`config.mk`:
```
export PLATFORM = sky130hd
export DESIGN_NAME = event_timer
export DESIGN_NICKNAME = d
export VERILOG_FILES = /design/src/rtl/evt_tmr_pkg.sv /design/src/rtl/tmr_wdec.sv /design/src/rtl/tmr_core.sv /design/src/rtl/tmr_pend.sv /design/src/rtl/event_timer.sv
export SDC_FILE = /design/constraint.sdc
export NUM_CORES = 1
export LEC_CHECK = 0
export ABC_AREA = 1
export CORE_ASPECT_RATIO = 0.9
export CORE_MARGIN = 1.5
export CORE_UTILIZATION = 50
export DETAILED_ROUTE_END_ITERATION = 7
export HOLD_SLACK_MARGIN = 0.15
export PLACE_DENSITY = 0.83
export SLEW_MARGIN = 20
export SYNTH_ARGS = -nofsm -noshare
export SYNTH_HDL_FRONTEND = slang
export SYNTH_SLANG_ARGS = --single-unit
export TNS_END_PERCENT = 20
```
`constraint.sdc`:
```
create_clock -name clk -period 1.65 [get_ports clk]
set_input_delay 0.2475 -clock clk [delete_from_list [all_inputs] [get_ports clk]]
set_output_delay 0.2475 -clock clk [all_outputs]
set_load 0.05 [all_outputs]
```
`src/rtl/evt_tmr_pkg.sv`:
```
package evt_tmr_pkg;

  localparam int DATA_W   = 32;
  localparam int CNT_W    = 29;
  localparam int ADDR_W   = 4;
  localparam int EN_BIT   = 31;
  localparam int REP_BIT  = 30;
  localparam int CLR_BIT  = 30;
  localparam int PEND_BIT = 30;
  localparam logic [ADDR_W-1:0] ARM_OFS  = 4'h0;
  localparam logic [ADDR_W-1:0] STAT_OFS = 4'h4;

  typedef struct packed {
    logic             en;
    logic             rep;
    logic [CNT_W-1:0] cnt;
  } arm_t;

  // Remaining count after one counted tick that is not an expiry.
  function automatic logic [CNT_W-1:0] count_step(input logic [CNT_W-1:0] cur);
    return cur - {{(CNT_W-1){1'b0}}, 1'b1};
  endfunction

  // The n+1 rule: the tick that finds the count at zero is the expiry.
  function automatic logic at_terminal(input logic [CNT_W-1:0] cur);
    return cur == '0;
  endfunction

  function automatic logic [DATA_W-1:0] pack_arm(input arm_t a);
    logic [DATA_W-1:0] w;
    w = '0;
    w[EN_BIT]    = a.en;
    w[REP_BIT]   = a.rep;
    w[CNT_W-1:0] = a.cnt;
    return w;
  endfunction

  function automatic logic [DATA_W-1:0] pack_stat(input logic pend,
                                                  input logic [CNT_W-1:0] rem);
    logic [DATA_W-1:0] w;
    w = '0;
    w[PEND_BIT]  = pend;
    w[CNT_W-1:0] = rem;
    return w;
  endfunction

endpackage

```
`src/rtl/tmr_wdec.sv`:
```
module tmr_wdec
  import evt_tmr_pkg::*;
(
  input  logic              wr_en,
  input  logic [ADDR_W-1:0] addr,
  input  logic [DATA_W-1:0] wdata,
  output logic              arm_wr,
  output logic              clr_wr,
  output arm_t              arm_val
);

  always_comb begin
    arm_wr      = wr_en && (addr == ARM_OFS);
    clr_wr      = wr_en && (addr == STAT_OFS) && wdata[CLR_BIT];
    arm_val.en  = wdata[EN_BIT];
    arm_val.rep = wdata[REP_BIT];
    arm_val.cnt = wdata[CNT_W-1:0];
  end

endmodule

```
`src/rtl/tmr_core.sv`:
```
module tmr_core
  import evt_tmr_pkg::*;
(
  input  logic             clk,
  input  logic             rst_n,
  input  logic             tick,
  input  logic             arm_wr,
  input  arm_t             arm_val,
  output arm_t             arm_q,
  output logic [CNT_W-1:0] remain,
  output logic             expire
);

  logic counted;

  assign counted = tick && arm_q.en && !arm_wr;
  assign expire  = counted && at_terminal(remain);

  always_ff @(posedge clk) begin
    if (!rst_n) begin
      arm_q  <= '0;
      remain <= '0;
    end else if (arm_wr) begin
      arm_q  <= arm_val;
      remain <= arm_val.cnt;
    end else if (expire) begin
      if (arm_q.rep) remain <= arm_q.cnt;
      else           arm_q.en <= 1'b0;
    end else if (counted) begin
      remain <= count_step(remain);
    end
  end

endmodule

```
`src/rtl/tmr_pend.sv`:
```
module tmr_pend (
  input  logic clk,
  input  logic rst_n,
  input  logic expire,
  input  logic clr_wr,
  output logic pend
);

  always_ff @(posedge clk) begin
    if (!rst_n)      pend <= 1'b0;
    else if (expire) pend <= 1'b1;
    else if (clr_wr) pend <= 1'b0;
  end

endmodule

```
`src/rtl/event_timer.sv`:
```
module event_timer
  import evt_tmr_pkg::*;
(
  input  logic              clk,
  input  logic              rst_n,
  input  logic              tick_en,
  input  logic              wr_en,
  input  logic              rd_en,
  input  logic [ADDR_W-1:0] addr,
  input  logic [DATA_W-1:0] wdata,
  output logic [DATA_W-1:0] rdata,
  output logic              irq
);

  logic             arm_wr;
  logic             clr_wr;
  arm_t             arm_val;
  arm_t             arm_q;
  logic [CNT_W-1:0] remain;
  logic             expire;
  logic             pend;

  tmr_wdec u_wdec (
    .wr_en   (wr_en),
    .addr    (addr),
    .wdata   (wdata),
    .arm_wr  (arm_wr),
    .clr_wr  (clr_wr),
    .arm_val (arm_val)
  );

  tmr_core u_core (
    .clk     (clk),
    .rst_n   (rst_n),
    .tick    (tick_en),
    .arm_wr  (arm_wr),
    .arm_val (arm_val),
    .arm_q   (arm_q),
    .remain  (remain),
    .expire  (expire)
  );

  tmr_pend u_pend (
    .clk    (clk),
    .rst_n  (rst_n),
    .expire (expire),
    .clr_wr (clr_wr),
    .pend   (pend)
  );

  always_ff @(posedge clk) begin
    if (!rst_n) rdata <= '0;
    else if (rd_en) begin
      if (addr == ARM_OFS)       rdata <= pack_arm(arm_q);
      else if (addr == STAT_OFS) rdata <= pack_stat(pend, remain);
      else                       rdata <= '0;
    end
  end

  assign irq = pend;

endmodule

```
==> results of run 1 <==
-- final cells by class --
type | count | area share
inverter | 82 | 0.0430
sequential | 92 | 0.252
timing repair buffer | 163 | 0.210
multi-input combinational | 633 | 0.432
clock buffer | 10 | 0.0323
tap | 129 | 0.0218
clock inverter | 5 | 0.00829
-- layer usage --
metal  part of all wire  vias up
li1                   -     2937
met1               0.43     2689
met2               0.45      331
met3              0.090       56
met4              0.032        0
met5                  0        -
-- worst max-delay path, stage by stage, from the launching register on --
cell,delay (ns)
dfxtp_1,0.33
buf_4,0.16
nor2_2,0.12
buf_4,0.13
nand3_1,0.12
nor2_1,0.16
buf_4,0.19
nand2_1,0.06
nand2_1,0.05
nand3_1,0.09
a21oi_2,0.14
nor2_1,0.04
-- repair_timing --
action / 4_1_cts / 5_1_grt
resized for setup: 18 / 113
setup endpoints to repair: 29 / 29
hold buffers: 0 / 0
cloned: 1 / 2
pin swaps: 9 / 40
buffers inserted: 2 / 8
-- path summary, 6_finish.rpt --
kind,start,end,slack [ns],cells past startpoint
min reg2reg,u_core.arm_q[12],u_core.arm_q[12],0.48,2
max,u_core.remain[6],u_core.remain[17],-0.03,11
max reg2reg,u_core.remain[6],u_core.remain[17],-0.03,11
min,addr[3],rdata[30],0.41,6
-- sequential cells by signal, indices dropped and copies added (netlist names) --
register and count:
u_core.remain 29, rdata 31, u_core.arm_q 31, u_pend.pend 1
-- logic make-up (layout without fill, tap and decap cells) --
logic type	Yosys count	count (layout)
AND/OR/NAND/NOR	494	494
other	1	1
flip-flops	92	92
buffers and inverters	122	260
XOR/XNOR	3	3
AO/OA/AOI/OAI	133	133
adder cells (fa/ha/maj)	2	2
-- cell usage after synthesis --
library cell,n,share of area
nand4_1,11,0.013
buf_8,1,0.0029
clkbuf_1,26,0.019
buf_6,4,0.0087
nand2_1,263,0.19
nand3_1,55,0.053
a21oi_1,51,0.049
buf_1,3,0.0022
nand2_4,3,0.0065
ha_1,2,0.0048
nand3_4,1,0.0034
o21ai_1,1,0.00096
nor2_1,139,0.10
buf_2,4,0.0039
conb_1,1,0.00072
inv_2,3,0.0022
nor2_4,5,0.011
o21ai_0,68,0.066
inv_1,79,0.057
nand2_2,6,0.0072
o221ai_1,1,0.0017
dfxtp_1,92,0.35
buf_4,2,0.0029
a21oi_2,12,0.020
nor3_1,1,0.00096
xor2_1,3,0.0051
nor2_2,10,0.012
-- through the flow --
| stage | instances | total power [uW] | util | TNS [ns] | setup WS (ns) |
|---|---|---|---|---|---|
| floorplan | 847 | 3310 | - | 0 | 0.0185 |
| global placement | 1086 | 3820 | 0.639 | -11.44 | -0.278 |
| detailed placement | 1086 | 3840 | 0.639 | -14.50 | -0.300 |
| CTS | 1104 | 5940 | 0.677 | -0.0104 | -0.00747 |
| global route | 1114 | 6410 | 0.728 | -1.81 | -0.114 |
| finish | 1114 | 6160 | 0.728 | -0.128 | -0.0317 |
-- power by group --
part	total, uW	switching (uW)	internal, uW
logic	1700	1020	680
clock network	2110	895	1210
registers	2350	57.0	2300
==> reports/summary.txt, run 1 <==
PortBufs = 71
DRT Pass-1 Iters = 7
Area occupied by multi-input gates = 0.00320 mm2
Critical Path RT = 1.89 ns
Synthesized area = 0.00519 mm2
Final Hold Vio Count = 0
Die Area = 0.0110 mm2
GPL Wtd Cong = 1.02
Post-layout net count = 1,024
Arr. time, crit path = 1.93 ns
Remaining Overflow, GRT = 0
WL per Instance = 15.3 um
Cts bufs inserted = 9
Clock Skews = 0.00741 ns
Largest net degree at the start of global routing = 38
Post-synthesis mux area share = 0
Vias per cell = 5.40
Total GRT Usage = 0.297
Met1 Use GR = 0.424
Simple-gate share of the synthesized area = 0.398
Post-route minimum period = 1.68 ns
Fmax = 595 MHz
Pwr Density = 834 mW/mm2
Area grow syn2layout = 42.5%
Synthesized-area fraction occupied by ao, oa, aoi and oai cells = 0.138
CTS tree = yes
Bufs on Longest Clock Path = 2
Fin area = 0.00739 mm2
Worst Hold Class = input port to register
Most frequent cells in the layout = nand2_1, nor2_1, buf_4, dfxtp_1, inv_1
GRT met3 Usage = 0.0446
Critical path type = register to register
Largest family of logic cells by synthesized area = simple AND/OR/NAND/NOR gates
Site Rows = 35
Worst-Skew Late Latency = 0.35 ns
Starting Density = 0.511
Number of routed nets with antenna violations = 0
Initial antenna violation count = 0
Global-route wire length before repair = 25,300 um
Failing checks = negative setup slack
Core area = 0.0102 mm2
Number of diodes = 0
Vias in the first global route = 5,190
Fill count = 794
Share of post-route cells with drive strength above 1 = 0.264
DRC viols = 0
Final worst setup slack = -0.0317 ns
Via count = 6,013
Final Cycle Share = 1.02
Peak VDD IR = 0.000807 V
Die height = 99.6 um
Slew margin rel. = 0.663
DRT iter0 DRCs = 645
Sink Count = 92
Worst-path fanout max = 5
Leakage = 0.00363 uW
I/O pin total = 74
FF+latch area = 0.00186 mm2
Final wirelength = 17,100 um
Setup crit end kind = register
Hold slack = 0.413 ns
Netlist cell types = 27
Synthesis Warnings = 0
Sequential cell area fraction in the yosys report = 0.355
Outcome = finished with violations
CTS clk-pin slew, worst paths = 0.07 ns
Setup violations, final = 6
H-tree lvl count = 3
Max_cap viols = 0
Mapped Nets = 890
Syn Area/Cell = 6.13 um2
Global route hottest layer = met2
Final Max Slew Viols = 0
Post-synthesis xor/xnor area fraction = 0.00506
Register bit total from synthesis = 92
Chip Width = 110 um
Worst-margin pin slew = 0.501 ns
Dpl cell area = 0.00649 mm2
Cells after Synth = 847
Adder-cell area share of the yosys netlist = 0.00482
CTS Root Cell = clkbuf_16
Commonest non-fill, non-tap cell in the layout = nand2_1
Critical Path Start Type = register
RSZ-0062 raised after global routing = yes
Grt met2 use = 0.457
Post-DP HPWL = 11,400 um
No activity file was read; power rests on OpenSTA's default activity.
==> run 2: changes to the inputs <==
CORE_UTILIZATION = 55   (was 50)
DONT_BUFFER_PORTS = 1   (was not set)
PLACE_DENSITY = 0.79   (was 0.83)
==> reports/summary.txt, run 2 (same netlist as run 1, synthesis figures left out) <==
Outcome = finished with violations
Failing checks = negative setup slack
Vias in the first global route = 5,645
Max_cap viols = 0
Worst r2r dst = u_core.remain[9]
Die height = 95.1 um
Starting Density = 0.569
Min-Delay Path Depth = 2
Sink Count = 92
Commonest non-fill, non-tap cell in the layout = nand2_1
Final worst setup slack = -0.0513 ns
Worst-path fanout max = 3
Post-layout net count = 1,006
Leakage = 0.00344 uW
Fin area = 0.00691 mm2
DRC viols = 0
Slew margin rel. = 0.616
Number of routed nets with antenna violations = 0
Via count = 6,014
Area occupied by multi-input gates = 0.00304 mm2
RSZ-0062 raised after global routing = yes
R2R depth = 11
Site Rows = 33
Most frequent cells in the layout = nand2_1, nor2_1, buf_4, dfxtp_1, inv_1
Final wirelength = 17,900 um
Cts bufs inserted = 9
Global-route wire length before repair = 27,400 um
Number of diodes = 0
Fmax = 588 MHz
DRT iter0 DRCs = 490
Arr. time, crit path = 2.00 ns
Remaining Overflow, GRT = 0
Final Cycle Share = 1.03
CTS tree = yes
CTS clk-pin slew, worst paths = 0.09 ns
Chip Width = 105 um
Worst-Skew Late Latency = 0.37 ns
Hold EP = u_core.remain[21]
Final Hold Vio Count = 0
Vias per cell = 5.52
Core area = 0.00913 mm2
Initial antenna violation count = 0
Placed Cells = 1,020
Clock Skews = 0.00833 ns
Critical Path RT = 1.95 ns
Total power = 5800 uW
I/O pin total = 74
Non-filler cells, final = 1,089
Hold_buf cts = 37
Fill count = 733
Reg2reg setup slack = -0.05 ns
Worst Min Path Start = rst_n
PortBufs = 0
Critical path type = register to register
Share of post-route cells with drive strength above 1 = 0.225
WL per Instance = 16.5 um
FF+latch area = 0.00186 mm2
DRT Pass-1 Iters = 5
Pwr Density = 840 mW/mm2
Worst-margin pin slew = 0.569 ns
Dpl cell area = 0.00590 mm2
Setup violations, final = 11
Largest net degree at the start of global routing = 35
Worst Hold Class = input port to register
Total GRT Usage = 0.352
Pre-CTS setup slack = -0.0743 ns
Critical R2R Launch = u_core.remain[5]
Bufs on Longest Clock Path = 2
Critical Path Start Type = register
CTS Root Cell = clkbuf_8
Final Max Slew Viols = 0
Peak VDD IR = 0.000591 V
Die Area = 0.0100 mm2
H-tree lvl count = 3
Setup crit end kind = register
Area grow syn2layout = 33.2%
Biggest regs = rdata x31, u_core.arm_q x31, u_core.remain x29
Post-DP HPWL = 11,700 um
Post-route minimum period = 1.70 ns
GPL Wtd Cong = 0.934
==> run 2: cell count changes in the layout (fill, tap and decap cells not counted), sizes merged <==
cell	before	now
buf	122	108
bufinv	1	3
clkbuf	12	11
clkdlybuf4s50	35	0
clkinvlp	3	0
dlygate4sd3	0	36
dlymetal6s2s	4	0
inv	82	83
==> run 2: power breakdown <==
part,switching (uW),internal [uW],leakage (uW)
Sequential,66.6,2290,0.000756
Clock,860,1010,0.000118
Combinational,957,613,0.00256
Total,1880,3920,0.00344
==> run 2: worst max path at each step <==
stage                     slack, ns           endpoint               from  depth (start not counted)
after floorplan                0.02  u_core.remain[12]   u_core.remain[0]                         12
after global placement        -0.03   u_core.remain[7]            addr[1]                          9
after detailed placement      -0.07   u_core.remain[9]            addr[1]                          9
after CTS                     -0.01  u_core.remain[20]   u_core.remain[0]                         13
after global routing          -0.11  u_core.remain[22]  u_core.remain[21]                         10
final                         -0.05   u_core.remain[9]   u_core.remain[5]                         11
==> run 2: layout make-up <==
type | instances | share of cell area
Clock buffer | 10 | 0.0185
Multi-Input combinational cell | 633 | 0.439
Tap cell | 122 | 0.0221
Inverter | 82 | 0.0445
Sequential cell | 92 | 0.270
Timing Repair Buffer | 145 | 0.190
Clock inverter | 5 | 0.0159
==> run 2: repair_timing <==
action                     4_1_cts  5_1_grt
buffers inserted                 7       10
resized for setup               28       56
hold endpoints to repair        88       29
setup endpoints to repair       20       31
pin swaps                        6       27
cloned                           1        1
==> run 2: layer usage <==
metal | track usage | share of wire | vias up
li1 | - | - | 2892
met1 | 0.446 | 0.42 | 2792
met2 | 0.600 | 0.47 | 288
met3 | 0.0711 | 0.085 | 42
met4 | 0.127 | 0.024 | 0
met5 | 0 | 0 | -
==> run 2: critical path, stage by stage (launching register included) <==
cell,delay [ns]
dfxtp_4,0.38
nor2_4,0.13
nand2_4,0.08
nor2_4,0.14
buf_4,0.13
nand3_1,0.07
nor2_2,0.21
buf_4,0.17
nand2_1,0.05
nand2_1,0.07
nor2_1,0.07
a21oi_2,0.14
==> run 2: metrics by stage <==
step	setup TNS, ns	utilization	hold WS, ns
global route	-2.15	0.757	-0.0153
detailed placement	-0.266	0.646	0.380
global placement	-0.0822	0.646	0.353
floorplan	0	-	0.418
finish	-0.196	0.757	0.00613
CTS	-0.0209	0.732	-0.0195
